===== src/rtl/mlvl_pkg.sv =====
package mlvl_pkg;

  // three-way outcome of measured versus reference current
  typedef enum logic [1:0] {
    DIR_HOLD  = 2'd0,
    DIR_RAISE = 2'd1,
    DIR_LOWER = 2'd2
  } dir_e;

  // target level chosen from region and direction
  function automatic int target_level(dir_e d, int region, int cur);
    int t;
    case (d)
      DIR_RAISE: t = region;
      DIR_LOWER: t = region - 1;
      default:   t = cur;
    endcase
    return t;
  endfunction

  // move one place toward the target
  function automatic int step_toward(int cur, int tgt);
    int n;
    if (tgt > cur)      n = cur + 1;
    else if (tgt < cur) n = cur - 1;
    else                n = cur;
    return n;
  endfunction

endpackage


===== src/rtl/mlvl_region_lookup.sv =====
module mlvl_region_lookup #(
  parameter int LEVELS = 5,
  parameter int CUR_W  = 16,
  localparam int LVL_W = $clog2(LEVELS)
) (
  input  logic signed [CUR_W-1:0] iref_i,
  input  logic signed [CUR_W-1:0] ifull_i,
  output logic        [LVL_W-1:0] region_o
);
  localparam int NTHR  = LEVELS - 2;
  localparam int CNT_W = $clog2(LEVELS);
  localparam int PW    = CUR_W + CNT_W + 1;
  localparam logic signed [PW-1:0] SPAN = PW'(LEVELS - 1);

  logic signed [PW-1:0] ref_w;
  logic signed [PW-1:0] full_w;
  logic signed [PW-1:0] ref_scaled;
  logic [NTHR-1:0]      above;

  assign ref_w      = PW'(iref_i);
  assign full_w     = PW'(ifull_i);
  assign ref_scaled = ref_w * SPAN;

  // one compare per inner boundary; strict > keeps boundary values low
  for (genvar j = 0; j < NTHR; j++) begin : g_thr
    localparam logic signed [PW-1:0] MULT = PW'(j + 1);
    logic signed [PW-1:0] thr;
    assign thr      = full_w * MULT;
    assign above[j] = (ref_scaled > thr);
  end

  always_comb begin
    logic [LVL_W-1:0] cnt;
    cnt = '0;
    for (int i = 0; i < NTHR; i++) cnt = cnt + LVL_W'(above[i]);
    region_o = cnt + LVL_W'(1);
  end

endmodule


===== src/rtl/mlvl_direction_cmp.sv =====
module mlvl_direction_cmp #(
  parameter int CUR_W = 16
) (
  input  logic signed [CUR_W-1:0] iref_i,
  input  logic signed [CUR_W-1:0] imeas_i,
  output mlvl_pkg::dir_e          dir_o
);
  always_comb begin
    if (imeas_i < iref_i)      dir_o = mlvl_pkg::DIR_RAISE;
    else if (imeas_i > iref_i) dir_o = mlvl_pkg::DIR_LOWER;
    else                       dir_o = mlvl_pkg::DIR_HOLD;
  end
endmodule


===== src/rtl/mlvl_level_token.sv =====
module mlvl_level_token #(
  parameter int LEVELS     = 5,
  parameter bit STEP_LIMIT = 1'b1,
  localparam int LVL_W = $clog2(LEVELS)
) (
  input  logic               clk,
  input  logic               rst_n,
  input  logic               sample_i,
  input  mlvl_pkg::dir_e     dir_i,
  input  logic [LVL_W-1:0]   region_i,
  output logic [LEVELS-1:0]  token_o,
  output logic [LVL_W-1:0]   level_o
);
  logic [LEVELS-1:0] token_q;
  logic [LEVELS-1:0] token_d;
  logic [LVL_W-1:0]  target;
  logic [LVL_W-1:0]  next_lvl;

  // binary index of the marked place
  always_comb begin
    level_o = '0;
    for (int k = 0; k < LEVELS; k++)
      if (token_q[k]) level_o = level_o | LVL_W'(k);
  end

  assign target = LVL_W'(mlvl_pkg::target_level(dir_i, int'(region_i), int'(level_o)));

  if (STEP_LIMIT) begin : g_step
    assign next_lvl = LVL_W'(mlvl_pkg::step_toward(int'(level_o), int'(target)));
  end else begin : g_jump
    assign next_lvl = target;
  end

  always_comb begin
    token_d = '0;
    token_d[next_lvl] = 1'b1;
  end

  always_ff @(posedge clk or negedge rst_n) begin
    if (!rst_n)        token_q <= LEVELS'(1);
    else if (sample_i) token_q <= token_d;
  end

  assign token_o = token_q;

endmodule


===== src/rtl/mlvl_level_sel.sv =====
module mlvl_level_sel #(
  parameter int LEVELS     = 5,
  parameter int CUR_W      = 16,
  parameter bit STEP_LIMIT = 1'b1,
  localparam int LVL_W = $clog2(LEVELS)
) (
  input  logic                    clk,
  input  logic                    rst_n,
  input  logic                    sample_i,
  input  logic signed [CUR_W-1:0] iref_i,
  input  logic signed [CUR_W-1:0] imeas_i,
  input  logic signed [CUR_W-1:0] ifull_i,
  output logic [LVL_W-1:0]        level_o,
  output logic [LEVELS-1:0]       token_o
);
  logic [LVL_W-1:0] region_w;
  mlvl_pkg::dir_e   dir_w;

  mlvl_region_lookup #(.LEVELS(LEVELS), .CUR_W(CUR_W)) u_region (
    .iref_i   (iref_i),
    .ifull_i  (ifull_i),
    .region_o (region_w)
  );

  mlvl_direction_cmp #(.CUR_W(CUR_W)) u_dir (
    .iref_i  (iref_i),
    .imeas_i (imeas_i),
    .dir_o   (dir_w)
  );

  mlvl_level_token #(.LEVELS(LEVELS), .STEP_LIMIT(STEP_LIMIT)) u_token (
    .clk      (clk),
    .rst_n    (rst_n),
    .sample_i (sample_i),
    .dir_i    (dir_w),
    .region_i (region_w),
    .token_o  (token_o),
    .level_o  (level_o)
  );

endmodule


===== config.mk =====
export PLATFORM = sky130hd
export DESIGN_NAME = mlvl_level_sel
export DESIGN_NICKNAME = d
export VERILOG_FILES = /design/src/rtl/mlvl_pkg.sv /design/src/rtl/mlvl_region_lookup.sv /design/src/rtl/mlvl_direction_cmp.sv /design/src/rtl/mlvl_level_token.sv /design/src/rtl/mlvl_level_sel.sv
export SDC_FILE = /design/constraint.sdc
export NUM_CORES = 1
export LEC_CHECK = 0
export BUFFER_PORTS_ARGS = -buffer_cell sky130_fd_sc_hd__buf_2
export CAP_MARGIN = 20
export CORE_MARGIN = 2
export CORE_UTILIZATION = 52
export DETAILED_ROUTE_END_ITERATION = 10
export GPL_TIMING_DRIVEN = 0
export PLACE_DENSITY_LB_ADDON = 0.08
export SLEW_MARGIN = 30
export SYNTH_ARGS = -nofsm -noshare
export SYNTH_HDL_FRONTEND = slang
export SYNTH_HIERARCHICAL = 1
export SYNTH_SLANG_ARGS = --single-unit

===== constraint.sdc =====
create_clock -name clk -period 2.1 [get_ports clk]
set_input_delay 0.21 -clock clk [delete_from_list [all_inputs] [get_ports clk]]
set_output_delay 0.21 -clock clk [all_outputs]
set_load 0.01 [all_outputs]

==> impl_metrics.json <==
{
  "status": "complete, but fails checks",
  "violations": "negative setup slack",
  "io_buffers": 58,
  "insertion_delay_ps": 220,
  "wl_per_cell_um": 14.6,
  "clock_path_buffers": 2,
  "die_area_mm2": 0.00651,
  "cp-end-kind": "flop",
  "synth_ff_type": "dfrtp_1",
  "finalSetupTns_ps": -18800,
  "net-switching-power_w": 0.00145,
  "critPathKind": "input pin to flop",
  "grt_max_degree": 8,
  "pre_cts_ws_ps": -4380,
  "initial_core_util_pct": 54.5,
  "core-area_mm2": 0.00561,
  "max_stage_delay_ps": 360,
  "critPathSlowestCell": "fa_2",
  "synth_top_area_share_pct": 42.6,
  "routed_wl_mm": 7.75,
  "cts_tree": "built",
  "fillers": 456,
  "multi_input_area_mm2": 0.00307,
  "cp_common_cell": "ha_4",
  "cp_data_arrival_time_ps": 6060,
  "dpl-instance-area_mm2": 0.00351,
  "place.gp.congestion": 0.791,
  "power.density_mw_per_mm2": 742,
  "comb_power_share_pct": 88.8,
  "pwr-share-seq_pct": 5.0,
  "finalCritPeriodShare_pct": 283,
  "dp_hpwl_mm": 6.20,
  "grtUsageTotal_pct": 24.0,
  "clkPwrFrac_pct": 6.1,
  "timing.rr.start": "u_token/token_o[3]",
  "yosys-top-cells-area": "ha_1 43%, inv_1 7.1%, a21oi_1 6.2%",
  "htree_levels": 1,
  "largest_reg_flops": 5,
  "hold_start": "sample_i",
  "ys_ff_latch": 5,
  "r2r-end": "u_token/token_o[2]",
  "ys_warn_count": 6,
  "cp.required_ps": 2220,
  "synth_common_cells": "104 x ha_1, 58 x inv_1, 38 x a21oi_1, 27 x nand2_1, 14 x o21ai_0",
  "dr_total_vias": 3031,
  "p_total_w": 0.00295,
  "crit_fanout": 4,
  "holdPathEnd": "u_token/token_o[0]",
  "worst_pin_slew_ps": 383,
  "clkSinkCount": 5,
  "synth.most_common_cell": "ha_1",
  "max-vdd-ir-drop_v": 0.000972,
  "startpoint_type": "input pin",
  "cts_root_buf": "clkbuf_8",
  "final_antenna_net_count": 0,
  "finClkSkew_ps": 1.74,
  "syn_nets": 540,
  "die_w_um": 80.7,
  "syn_area_mm2": 0.00306,
  "syn_inst": 384,
  "fin_util_pct": 70.8,
  "hold_viol": 0,
  "drt_first_pass_iters": 4,
  "intPower_w": 0.00149,
  "io-pin-count": 59,
  "gr-total-overflow": 0,
  "slew_viol_final": 0,
  "cts_made_buffers": 3,
  "fin_ws_ps": -3840,
  "drtIter0Drc": 116,
  "drive_gt1_share_pct": 29.6,
  "max_freq_ghz": 0.168,
  "hp-class": "input pin to flop",
  "hold_depth": 2,
  "yosysSeqAreaShare_pct": 4.13,
  "maxCapViolCount": 0,
  "synthArstFlopShare_pct": 100,
  "grt_first_pass_wirelength_mm": 12.6,
  "avgSynthCellArea_um2": 7.96,
  "power_leakage_nw": 2.02,
  "switching_share_pct": 49.4,
  "rr_worst_depth": 9,
  "viasPerCell": 5.71,
  "synth_edf_count": 0,
  "max_slew_margin_pct": 74.2,
  "regArea_um2": 126,
  "synth_top_cell_by_area": "ha_1",
  "num_rows": 27,
  "area.growth.synth_to_final_pct": 29.9,
  "drc": 0,
  "finalNetCount": 616,
  "crit_path_start": "ifull_i[2]",
  "grt_pass1_vias": 2865,
  "setup_viol": 5,
  "min_period_ps": 5940,
  "finalInstanceArea_mm2": 0.00397,
  "reg2reg_slack_ps": -350,
  "rsz0062_at_grt": "true",
  "antenna_found_initial": 0,
  "die_y_um": 80.7,
  "clk_pin_slew_ps": 40,
  "antenna_cells": 0,
  "yosysUniqueCellTypes": 61
}
metrics by stage:
| stage | instances | hold slack (ps) |
|---|---|---|
| after detailed placement | 514 | 27.0 |
| final | 531 | 278 |
| after global routing | 531 | 304 |
| after floorplan | 384 | -85.6 |
| after CTS | 527 | 261 |
| after global placement | 514 | 23.0 |
area by class of cell:
class / instances / area share, %
buffer: 1 / 0.189
clock buffer: 4 / 1.13
inverter: 58 / 5.55
multi-input combinational: 320 / 77.4
sequential: 5 / 3.18
tap: 72 / 2.27
timing repair buffer: 71 / 10.2
per-layer routing:
metal / global-route usage (%) / part of all wire (%) / up-vias
li1: - / - / 1575
met1: 30.9 / 45 / 1364
met2: 44.9 / 50 / 87
met3: 1.46 / 4.6 / 5
met4: 2.54 / 0.67 / 0
met5: 0 / 0 / -
worst max path at each step:
stage                     cells past startpoint                  to
after floorplan                              32  u_token/token_o[1]
after detailed placement                     33  u_token/token_o[3]
after CTS                                    33  u_token/token_o[3]
final                                        32  u_token/token_o[2]
after global placement                       33  u_token/token_o[1]
after global routing                         33  u_token/token_o[2]
cells in the final DEF (no fill, tap or decap), types with 4 or more instances in the layout:
master and n:
ha_1 90, buf_2 56, inv_1 55, a21oi_1 34, nand2_1 27, buf_4 13
o21ai_0 12, ha_4 12, nand4_1 10, nor2_1 10, xor2_1 10, nand3_1 9
a21o_1 8, nor3_1 5, xnor2_1 5, nor2b_1 4, o211ai_1 4, a21oi_2 4
and2_1 4, dfrtp_1 4
cells by family (layout without fill, tap and decap cells):
family	Yosys count	in the layout	synth area share, %
AOI/OAI and AO/OA	101	101	22.1
buffers and inverters	59	134	7.37
muxes	4	4	1.47
xor gates and xnor gates	16	16	4.58
and+or+nand+nor	94	94	17.1
adders and majority gates	105	105	43.2
DFF	5	5	4.13
worst max-delay path: cells and delay by family:
family	cells	cell delay, ps
muxes	1	210
buffers and inverters	5	250
adders and majority gates	9	2380
AOI/OAI and AO/OA	10	1980
and+or+nand+nor	7	1020
power by group through the flow:
stage,Clock (W),Sequential (W),Combinational (W)
floorplan,0,0.000159,0.00148
global placement,0,0.000146,0.00183
detailed placement,0,0.000147,0.00190
CTS,0.000183,0.000146,0.00233
global route,0.000190,0.000152,0.00287
finish,0.000181,0.000148,0.00262
repair_timing:
item	4_1_cts	5_1_grt
endpoints found under the hold margin	5	0
pin swaps	31	30
endpoints found under the setup margin	5	5
buffers inserted	8	4
cloned	0	0
hold buffers	1	0
gates resized for setup	35	17
Power figures use the tool's default switching activity.
